[src/rtl/burst_seq_pkg.sv]
package burst_seq_pkg;

    typedef enum logic [1:0] {
        ST_IDLE   = 2'd0,
        ST_LOADED = 2'd1,
        ST_STEP   = 2'd2
    } bseq_state_e;

    typedef enum logic {
        ORD_LINEAR     = 1'b0,
        ORD_INTERLEAVE = 1'b1
    } bseq_order_e;

endpackage

[src/rtl/burst_seq_fsm.sv]
module burst_seq_fsm
    import burst_seq_pkg::*;
(
    input  logic        clk,
    input  logic        rst_n,
    input  logic        ld_any,
    input  logic        adv,
    output bseq_state_e state_o,
    output logic        load_o,
    output logic        step_o
);

    bseq_state_e state_q;
    bseq_state_e state_d;

    // state register
    always_ff @(posedge clk) begin
        if (!rst_n) begin
            state_q <= ST_IDLE;
        end else begin
            state_q <= state_d;
        end
    end

    // next state
    always_comb begin
        state_d = state_q;
        unique case (state_q)
            ST_IDLE: begin
                if (ld_any) state_d = ST_LOADED;
            end
            ST_LOADED: begin
                if (ld_any)   state_d = ST_LOADED;
                else if (adv) state_d = ST_STEP;
            end
            ST_STEP: begin
                if (ld_any)   state_d = ST_LOADED;
                else if (adv) state_d = ST_STEP;
            end
            default: state_d = ST_IDLE;
        endcase
    end

    // outputs
    always_comb begin
        load_o = ld_any;
        step_o = 1'b0;
        unique case (state_q)
            ST_IDLE:   step_o = 1'b0;
            ST_LOADED: step_o = adv && !ld_any;
            ST_STEP:   step_o = adv && !ld_any;
            default:   step_o = 1'b0;
        endcase
    end

    assign state_o = state_q;

endmodule

[src/rtl/burst_lo_gen.sv]
module burst_lo_gen
    import burst_seq_pkg::*;
#(
    parameter int BEAT_W = 2
) (
    input  logic              clk,
    input  logic              rst_n,
    input  logic              load,
    input  logic              step,
    input  logic [BEAT_W-1:0] start_lo,
    input  logic              mode_in,
    output logic [BEAT_W-1:0] lo_o,
    output logic [BEAT_W-1:0] beat_o,
    output logic              mode_o
);

    logic [BEAT_W-1:0] base_q;
    logic [BEAT_W-1:0] beat_q;
    bseq_order_e       mode_q;
    logic [BEAT_W-1:0] lin_lo;
    logic [BEAT_W-1:0] ilv_lo;

    always_ff @(posedge clk) begin
        if (!rst_n) begin
            base_q <= '0;
            beat_q <= '0;
            mode_q <= ORD_LINEAR;
        end else if (load) begin
            base_q <= start_lo;
            beat_q <= '0;
            mode_q <= bseq_order_e'(mode_in);
        end else if (step) begin
            beat_q <= beat_q + 1'b1;
        end
    end

    // linear: base plus beat count, wrapping in the field
    assign lin_lo = base_q + beat_q;

    // interleaved: bitwise XOR of base with beat count
    for (genvar b = 0; b < BEAT_W; b++) begin : g_ilv
        assign ilv_lo[b] = base_q[b] ^ beat_q[b];
    end

    always_comb begin
        unique case (mode_q)
            ORD_LINEAR:     lo_o = lin_lo;
            ORD_INTERLEAVE: lo_o = ilv_lo;
            default:        lo_o = lin_lo;
        endcase
    end

    assign beat_o = beat_q;
    assign mode_o = (mode_q == ORD_INTERLEAVE);

endmodule

[src/rtl/burst_upper_reg.sv]
module burst_upper_reg #(
    parameter int UP_W = 14
) (
    input  logic            clk,
    input  logic            rst_n,
    input  logic            load,
    input  logic [UP_W-1:0] d,
    output logic [UP_W-1:0] q
);

    logic [UP_W-1:0] q_r;

    always_ff @(posedge clk) begin
        if (!rst_n) begin
            q_r <= '0;
        end else if (load) begin
            q_r <= d;
        end
    end

    assign q = q_r;

endmodule

[src/rtl/burst_addr_seq.sv]
module burst_addr_seq
    import burst_seq_pkg::*;
#(
    parameter int ADDR_W = 16
) (
    input  logic              clk,
    input  logic              rst_n,
    input  logic              strobe_a,
    input  logic              strobe_b,
    input  logic              advance,
    input  logic              order_sel,
    input  logic [ADDR_W-1:0] start_addr,
    output logic [ADDR_W-1:0] burst_addr,
    output logic [1:0]        beat_idx
);

    localparam int BEAT_W = 2;
    localparam int UP_W   = ADDR_W - BEAT_W;

    bseq_state_e       fsm_state;
    logic              ld_any;
    logic              load_en;
    logic              step_en;
    logic [BEAT_W-1:0] lo_addr;
    logic [BEAT_W-1:0] beat_cnt;
    logic              order_q;
    logic [UP_W-1:0]   upper_q;

    assign ld_any = strobe_a || strobe_b;

    burst_seq_fsm u_fsm (
        .clk     (clk),
        .rst_n   (rst_n),
        .ld_any  (ld_any),
        .adv     (advance),
        .state_o (fsm_state),
        .load_o  (load_en),
        .step_o  (step_en)
    );

    burst_lo_gen #(.BEAT_W(BEAT_W)) u_lo (
        .clk      (clk),
        .rst_n    (rst_n),
        .load     (load_en),
        .step     (step_en),
        .start_lo (start_addr[BEAT_W-1:0]),
        .mode_in  (order_sel),
        .lo_o     (lo_addr),
        .beat_o   (beat_cnt),
        .mode_o   (order_q)
    );

    burst_upper_reg #(.UP_W(UP_W)) u_up (
        .clk   (clk),
        .rst_n (rst_n),
        .load  (load_en),
        .d     (start_addr[ADDR_W-1:BEAT_W]),
        .q     (upper_q)
    );

    assign burst_addr = {upper_q, lo_addr};
    assign beat_idx   = beat_cnt;

endmodule

[config.mk]
export PLATFORM = sky130hd
export DESIGN_NAME = burst_addr_seq
export DESIGN_NICKNAME = d
export VERILOG_FILES = /design/src/rtl/burst_seq_pkg.sv /design/src/rtl/burst_seq_fsm.sv /design/src/rtl/burst_lo_gen.sv /design/src/rtl/burst_upper_reg.sv /design/src/rtl/burst_addr_seq.sv
export SDC_FILE = /design/constraint.sdc
export NUM_CORES = 1
export LEC_CHECK = 0
export CORE_MARGIN = 5
export CORE_UTILIZATION = 35
export DETAILED_ROUTE_END_ITERATION = 12
export DONT_BUFFER_PORTS = 1
export PLACE_DENSITY = 0.6
export SETUP_SLACK_MARGIN = 0.05
export SLEW_MARGIN = 15
export SYNTH_ARGS = -nofsm -noshare
export SYNTH_HDL_FRONTEND = slang
export SYNTH_SLANG_ARGS = --single-unit
[constraint.sdc]
create_clock -name clk -period 1.3 [get_ports clk]
set_clock_uncertainty 0.05 [all_clocks]
set_input_delay 0.26 -clock clk [delete_from_list [all_inputs] [get_ports clk]]
set_output_delay 0.26 -clock clk [all_outputs]
set_load 0.005 [all_outputs]
# Word-level counts from Yosys, hierarchy flattened
# Cells that the tools add are included.
[classes] n_addsub=2 eq_ne=4 muxes=6 n_bitwise=4 n_reduce_logical=7
[ops] op="$pmux W2 S2" n=2
[ops] op="$mux W2" n=3
[ops] op="$reduce_or A2 Y1" n=2
[ops] op="$ne A3 B1 Y1 const B" n=1
[ops] op="$add A2 B1 Y2 const B" n=1
[ops] op="$add A2 B2 Y2" n=1
[ops] op="$eq A2 B1 Y1 const B" n=1
[ops] op="$eq A2 B2 Y1 const B" n=1
[ops] op="$logic_not A2 Y1" n=1
[ops] op="$ne A2 B1 Y1 const B" n=1
[ops] op="$not A1 Y1" n=2
[ops] op="$reduce_and A2 Y1" n=1
[ops] op="$xor A1 B1 Y1" n=2
[ops] op="$logic_and A1 B1 Y1" n=1
[ops] op="$logic_not A1 Y1" n=1
[ops] op="$logic_or A1 B1 Y1" n=1
[ops] op="$mux W1" n=1
[word_totals] register_bits=21 input_bits=22 out_inout_bits=18 elab_cells=28

# Depth between registers and ports, before layout
# Gate-level depths: netlist of run 1.
[depth] depth_word=4 ltp_mapped=5 mapped_depth_nobuf=5

# Modules after synthesis
# Synthesis of run 1 repeated with hierarchy kept, for this count alone.
[hier_totals] hier_cells=85 area_unflattened_um2=923.4
[modules_own_cells] module="burst_upper_reg" instances=1 cells_per_inst=45 area_per_inst_um2=543.0 seq_area_each_um2=280.3
[modules_own_cells] module="burst_lo_gen" instances=1 cells_per_inst=21 area_per_inst_um2=226.5 seq_area_each_um2=100.1
[modules_own_cells] module="burst_seq_fsm" instances=1 cells_per_inst=18 area_per_inst_um2=147.6 seq_area_each_um2=40.0
[modules_own_cells] module="burst_addr_seq" instances=1 cells_per_inst=1 area_per_inst_um2=6.3 seq_area_each_um2=0.0

# Worst setup path after synthesis of run 1
# OpenSTA, ideal clock, no wires.
[synth_path] path_kind="register to register" start="register u_fsm.state_q[0] (netlist: u_fsm.state_o[0])" end="register u_fsm.state_q[0] (netlist: u_fsm.state_o[0])" setup_ps=127 t_arrival_ps=1053 required_time_ps=1123 path_slack_ps=71 path_stages_with_launch=6 n_path_buf=0 period_less_slack_ps=1229 path_cell_list="dfxtp_1 > inv_1 > ha_1 > nor2b_1 > o2111ai_1 > o41ai_1"
[synth_between] elab_chain_len=4 word_cells_on_any_way=8 cone_classes="eq/ne (4); mux (1); reduce/logical (3)"
[synth_rtl] element="start, declared" line_no="burst_seq_fsm.sv:13" text="bseq_state_e state_q;"
[synth_rtl] element="start signal, assigned" line_no="burst_seq_fsm.sv:21" text="state_q <= state_d;"
[synth_rtl] element="$eq A2 B1 Y1 or $eq A2 B2 Y1 (tied branches)" line_no="burst_seq_fsm.sv:28" text="unique case (state_q)"
[synth_rtl] element="$reduce_or A2 Y1 (no source line)"
[synth_rtl] element="$ne A3 B1 Y1 (no source line)"
[synth_rtl] element="$reduce_and A2 Y1 (no source line)"
# Parallel ways exist; a longest one is shown, timed or not.
# A chain may end at the register's enable or synchronous reset.

# Final worst setup path of run 1
[layout_path] start="register u_lo.base_q[0]" end="output port burst_addr[1]"
[layout_between] elab_chain_len=2
[layout_rtl] element="start, declared" line_no="burst_lo_gen.sv:17" text="logic [BEAT_W-1:0] base_q;"
[layout_rtl] element="start signal, assigned" line_no="burst_lo_gen.sv:29" text="base_q <= start_lo;"
[layout_rtl] element="$add A2 B2 Y2" line_no="burst_lo_gen.sv:38" text="assign lin_lo = base_q + beat_q;"
[layout_rtl] element="$pmux W2 S2" line_no="burst_lo_gen.sv:46" text="unique case (mode_q)"
[layout_rtl] element="end, declared" line_no="burst_addr_seq.sv:13" text="output logic [ADDR_W-1:0] burst_addr,"
# Every way passes these cells.

==> results_dict.tcl, run 1 <==
set metrics [dict create \
    place_congestion 0.737 \
    worstSetupStartpointType "flip-flop" \
    hold_start "start_addr[8]" \
    finalMaxSlewViolations 0 \
    setup_violations 1 \
    synth.distinct_cells 20 \
    fin_cells 134 \
    finalSetupTns_ns -0.0624 \
    area.growth.synth_to_final_pct 16.4 \
    p_leak_nw 0.393 \
    fmax_mhz 734 \
    grt.total_usage 0.116 \
    async_flop_share 0 \
    die_h_um 58.9 \
    firstDrtPassIters 4 \
    clk-insertion-delay-late_ns 0.30 \
    worstHoldPathCells 2 \
    p_per_area_mw_per_mm2 1190 \
    violations "negative setup slack" \
    drive_gt1_frac 0.245 \
    p_switching_w 0.000302 \
    grt_pass1_vias 726 \
    std_cell_rows 17 \
    min_path_type "input pin to flip-flop" \
    synthCells 102 \
    cp-end-kind "output port" \
    pin_count 40 \
    cts-root-buf "clkbuf_4" \
    grt_overflow 0 \
    timing_hold_violations_final 0 \
    hold_end "u_up.q[6]" \
    ys_seq_elements 21 \
    netlist_area_sq_um 837 \
    rsz0062_at_grt "yes" \
    dpl_cell_area_sq_um 862 \
    cp.arrival_ns 1.05 \
    cts_sinks 21 \
    htreeDepth 1 \
    worst_slew_pin_slew_ns 0.549 \
    critPathKind "flip-flop to output port" \
    nNetsFinal 132 \
    dpl.hpwl_um 1400 \
    critPathMaxFanout 2 \
    synthMostInstantiatedCell "nand2_1" \
    drt-total-wl_um 1800 \
    grt_max_degree 19 \
    ys_warn_count 0 \
    synth_top_area_frac 0.502 \
    rrSetupSlack_ns 0.11 \
    cap_violations 0 \
    final_area_sq_um 975 \
    design.core.area_sq_mm 0.00225 \
    p_seq_frac 0.612 \
    outcome "finished with violations" \
    r2r_end "u_fsm.state_o[0]" \
    fin_crit_sh 1.05 \
    fin_ws_ns -0.0624 \
    avgSynthCellArea_sq_um 8.21 \
    synth-edff-count 0 \
    cts_buffers 3 \
    start_util 0.371 \
    ys_top_cells_by_area "dfxtp_1, nand2_1, a21oi_1" \
    numPortBuffers 0 \
    ctsHoldBuffers 0 \
    fill_cells 232 \
    p_comb_frac 0.116 \
    path_clk_slew_ns 0.12 \
    worstPathRequired_ns 0.99 \
    clockBufferDepth 2 \
    die_area_sq_mm 0.00347 \
    wl_per_cell_um 13.4 \
    synth_common_cells "nand2_1, dfxtp_1, a21oi_1" \
    ys.flop_type "dfxtp_1" \
    drtIter0Drc 33 \
    synth_top_area_cell "dfxtp_1" \
    power.internal_w 0.000862 \
    ir_drop_uv 592 \
    die_w_um 58.9 \
    antenna_found_initial 0 \
    syn_nets 127 \
    drc 0 \
    ant_nets 0 \
    dpl.cell_count 129 \
    n_antenna_cell 0 \
    relSlewSlack 0.634 \
    vias 669 \
    fin_crit_ns 1.36 \
    cts_tree "done" \
    viasPerCell 4.99 \
    grt_pass1_wl_um 3060 \
    r2r_cells 5 \
    r2r_start "u_fsm.state_o[1]" \
    seq_area_frac_synth 0.502 \
    pwr-share-clk 0.272 \
    sw_frac_of_total 0.259 \
]
## logic make-up (layout without fill, tap and decap cells)
| family | after synthesis | in the layout | synth area share |
|---|---|---|---|
| AO/OA/AOI/OAI | 20 | 20 | 0.129 |
| XOR/XNOR | 4 | 4 | 0.0419 |
| adder cells (fa/ha/maj) | 3 | 3 | 0.0448 |
| buffers and inverters | 9 | 13 | 0.0658 |
| flip-flops | 21 | 21 | 0.502 |
| AND/OR/NAND/NOR | 45 | 45 | 0.217 |
## flip-flops by register name, summed over array words and instances (netlist names)
| signal | count |
|---|---|
| u_lo.beat_o | 2 |
| u_lo.base_q | 2 |
| u_lo.mode_o | 1 |
| u_fsm.state_o | 2 |
| u_up.q | 14 |
## critical path: stages, from the launching register on
cell and delay (ns):
dfxtp_2 0.36, ha_4 0.14, nor2b_4 0.12, xnor2_2 0.13
## placed cells by master, fill, tap and decap left out, types with 2 or more instances in the layout
master / Yosys / layout
clkbuf_4: 0 / 3
buf_4: 0 / 5
dfxtp_2: 0 / 5
ha_4: 0 / 2
nor2b_4: 0 / 2
dfxtp_1: 21 / 16
xor2_1: 2 / 2
nand2_1: 35 / 35
xnor2_2: 0 / 2
inv_2: 1 / 3
nor2_1: 4 / 4
a21oi_1: 18 / 18
## worst max path at each step
| stage | startpoint | endpoint | slack, ns |
|---|---|---|---|
| finish | u_lo.base_q[0] | burst_addr[1] | -0.06 |
| global route | u_lo.base_q[0] | burst_addr[1] | -0.12 |
| CTS | u_lo.base_q[0] | burst_addr[1] | -0.11 |
| detailed placement | u_fsm.state_o[1] | u_fsm.state_o[0] | -0.02 |
| global placement | u_fsm.state_o[1] | u_fsm.state_o[0] | 0.06 |
| floorplan | u_fsm.state_o[0] | u_fsm.state_o[0] | 0.07 |
## power groups by stage
stage,Sequential [W],Clock [W],Combinational (W)
6_report,0.000712,0.000317,0.000135
3_5_place_dp,0.000723,0,0.000115
4_1_cts,0.000712,0.000339,0.000126
5_1_grt,0.000718,0.000367,0.000157
3_3_place_gp,0.000721,0,0.000107
2_1_floorplan,0.000716,0,0.0000940
## cell type report
| class | instances | area [sq um] | share of cell area |
|---|---|---|---|
| inverters | 4 | 15.0 | 0.0154 |
| clock buffers | 3 | 22.5 | 0.0231 |
| clock inverters | 1 | 7.51 | 0.00770 |
| well taps | 28 | 35.0 | 0.0359 |
| multi-input cells | 72 | 430 | 0.442 |
| flip-flops and latches | 21 | 427 | 0.438 |
| repair buffers | 5 | 37.5 | 0.0385 |
## metrics by stage
| stage | hold WS (ns) | utilization | worst slack (ns) | power, W |
|---|---|---|---|---|
| 5_1_grt | 0.00908 | 0.432 | -0.122 | 0.00124 |
| 2_1_floorplan | 0.342 | - | 0.0706 | 0.000810 |
| 4_1_cts | 0.0101 | 0.419 | -0.113 | 0.00118 |
| 3_5_place_dp | 0.355 | 0.382 | -0.0180 | 0.000837 |
| 3_3_place_gp | 0.345 | 0.382 | 0.0611 | 0.000828 |
| 6_report | 0.0244 | 0.432 | -0.0624 | 0.00116 |
## metal layers
metal  global-route usage  up-vias  routed length, um
li1                     -      334                  -
met3               0.0417        2                207
met4               0.0583        0                 13
met5                    0        -                  0
met2                0.196       28                857
met1                0.129      305                719
## timing repair
item / in CTS / in global routing
endpoints found under the setup margin: 3 / 3
pin swaps: 1 / 3
resized for setup: 10 / 8
setup buffers: 1 / 0
(Power assumes the default switching activity.)
==> run 2: changes to the inputs <==
- PLACE_DENSITY: 0.6 -> 0.58
- clock period: 1.3 -> 1.6 ns (I/O delays scaled with it)
==> run 2 against run 1 <==
  * The run now ends clean
  * Non-clock buffer count shrank 4
  * Final cell count shrank 3.0%
  * Clock power shrank 21%
  * Register-to-register slack gained 0.14 ns
  * Sequential power shrank 19%
  * Utilization shrank 3.4 points
  * Critical path depth is the same
  * Sequential cell count is the same
  * Count of clock-buffer cells in the layout is the same
  * Largest cell class is now flip-flops and latches
  * Die area is the same
==> results_dict.tcl, run 2 (synthesized netlist as in run 1, its figures left out) <==
set metrics [dict create \
    vias 651 \
    critPathMaxFanout 4 \
    clk-insertion-delay-late_ns 0.29 \
    clockBufferDepth 2 \
    ctsHoldBuffers 0 \
    r2r_cells 5 \
    r2r_end "u_fsm.state_o[0]" \
    rsz0062_at_grt "no" \
    worst_slew_pin_slew_ns 0.558 \
    layout_common_cells "nand2_1, dfxtp_1, a21oi_1" \
    numPortBuffers 0 \
    startpoint "u_lo.beat_o[0]" \
    worstPathRequired_ns 1.23 \
    p_per_area_mw_per_mm2 1010 \
    min_path_type "input pin to flip-flop" \
    fin_cells 130 \
    finalPower_w 0.000912 \
    cp-end-kind "output port" \
    final_common_cell "nand2_1" \
    grt.total_usage 0.102 \
    cp-endpoint "burst_addr[1]" \
    grt_overflow 0 \
    grt_pass1_vias 605 \
    drt-total-wl_um 1710 \
    htreeDepth 1 \
    finalSetupTns_ns 0 \
    firstDrtPassIters 4 \
    dpl.hpwl_um 1250 \
    pin_count 40 \
    critPathKind "flip-flop to output port" \
    ir_drop_uv 413 \
    drive_gt1_frac 0.108 \
    setup_violations 0 \
    fin_crit_sh 0.924 \
    area.growth.synth_to_final_pct 7.32 \
    drc 0 \
    timing_hold_violations_final 0 \
    cap_violations 0 \
    finalMaxSlewViolations 0 \
    worstSetupStartpointType "flip-flop" \
    drtIter0Drc 25 \
    fmax_mhz 676 \
    largest_reg_flops 14 \
    grt_max_degree 21 \
    wl_per_cell_um 13.2 \
    design.core.area_sq_mm 0.00225 \
    start_util 0.371 \
    std_cell_rows 17 \
    nNetsFinal 128 \
    n_antenna_cell 0 \
    cts-root-buf "clkbuf_4" \
    place_congestion 0.689 \
    path_clk_slew_ns 0.12 \
    cts_tree "done" \
    grt_pass1_wl_um 2710 \
    antenna_found_initial 0 \
    die_h_um 58.9 \
    p_leak_nw 0.364 \
    fin_crit_ns 1.48 \
    ant_nets 0 \
    relSlewSlack 0.628 \
    cp.arrival_ns 1.11 \
    cts_sinks 21 \
    cts_buffers 3 \
    r2r_start "u_fsm.state_o[0]" \
    die_area_sq_mm 0.00347 \
    cts_setup_buffers 0 \
    die_w_um 58.9 \
    dpl.cell_count 126 \
    outcome "completed" \
    rrSetupSlack_ns 0.25 \
    viasPerCell 5.01 \
]
## run 2: power by group
group           total, W  leakage (nW)  internal [W]  switching, W
Sequential      0.000576         0.174      0.000552     0.0000241
Combinational  0.0000860         0.172     0.0000346     0.0000514
Clock           0.000250        0.0177     0.0000929      0.000157
## run 2: final cells by class
class | count | area [sq um]
clock inverters | 1 | 5.00
multi-input cells | 72 | 389
well taps | 28 | 35.0
clock buffers | 3 | 22.5
inverters | 4 | 15.0
flip-flops and latches | 21 | 424
repair buffers | 1 | 7.51
fillers | 245 | 1360
## run 2: worst min-delay path by stage
stage                        start             end  slack (ns)  cells past startpoint
global placement       u_lo.mode_o     u_lo.mode_o        0.40                      2
CTS                  start_addr[8]       u_up.q[6]        0.08                      2
finish               start_addr[8]       u_up.q[6]        0.09                      2
detailed placement  u_lo.base_q[0]  u_lo.base_q[0]        0.40                      2
floorplan              u_lo.mode_o     u_lo.mode_o        0.38                      2
global route         start_addr[8]       u_up.q[6]        0.07                      2
## run 2: critical path, stage by stage (launching register included)
cell and delay [ns]:
dfxtp_4 0.39, ha_4 0.15, nor2b_4 0.12, xnor2_2 0.16
## run 2: metal layers
metal	up-vias	track usage	share of wire
met5	-	0	0
met3	4	0.0461	0.14
met4	0	0.0518	0.015
met1	285	0.117	0.42
met2	34	0.158	0.42
li1	328	-	-
## run 2: repair_timing
item                                    in CTS  in global routing
gates resized for setup                      6                  1
pin swaps                                    2                  0
endpoints found under the setup margin       1                  1
## run 2: stage by stage
step / hold WS [ns] / util / cell area (sq um) / setup WS (ns)
6_report: 0.0854 / 0.398 / 898 / 0.121
5_1_grt: 0.0700 / 0.398 / 898 / 0.0645
4_1_cts: 0.0751 / 0.395 / 891 / 0.0666
3_5_place_dp: 0.403 / 0.372 / 840 / 0.272
3_3_place_gp: 0.397 / 0.372 / 840 / 0.333
2_1_floorplan: 0.382 / - / 837 / 0.371
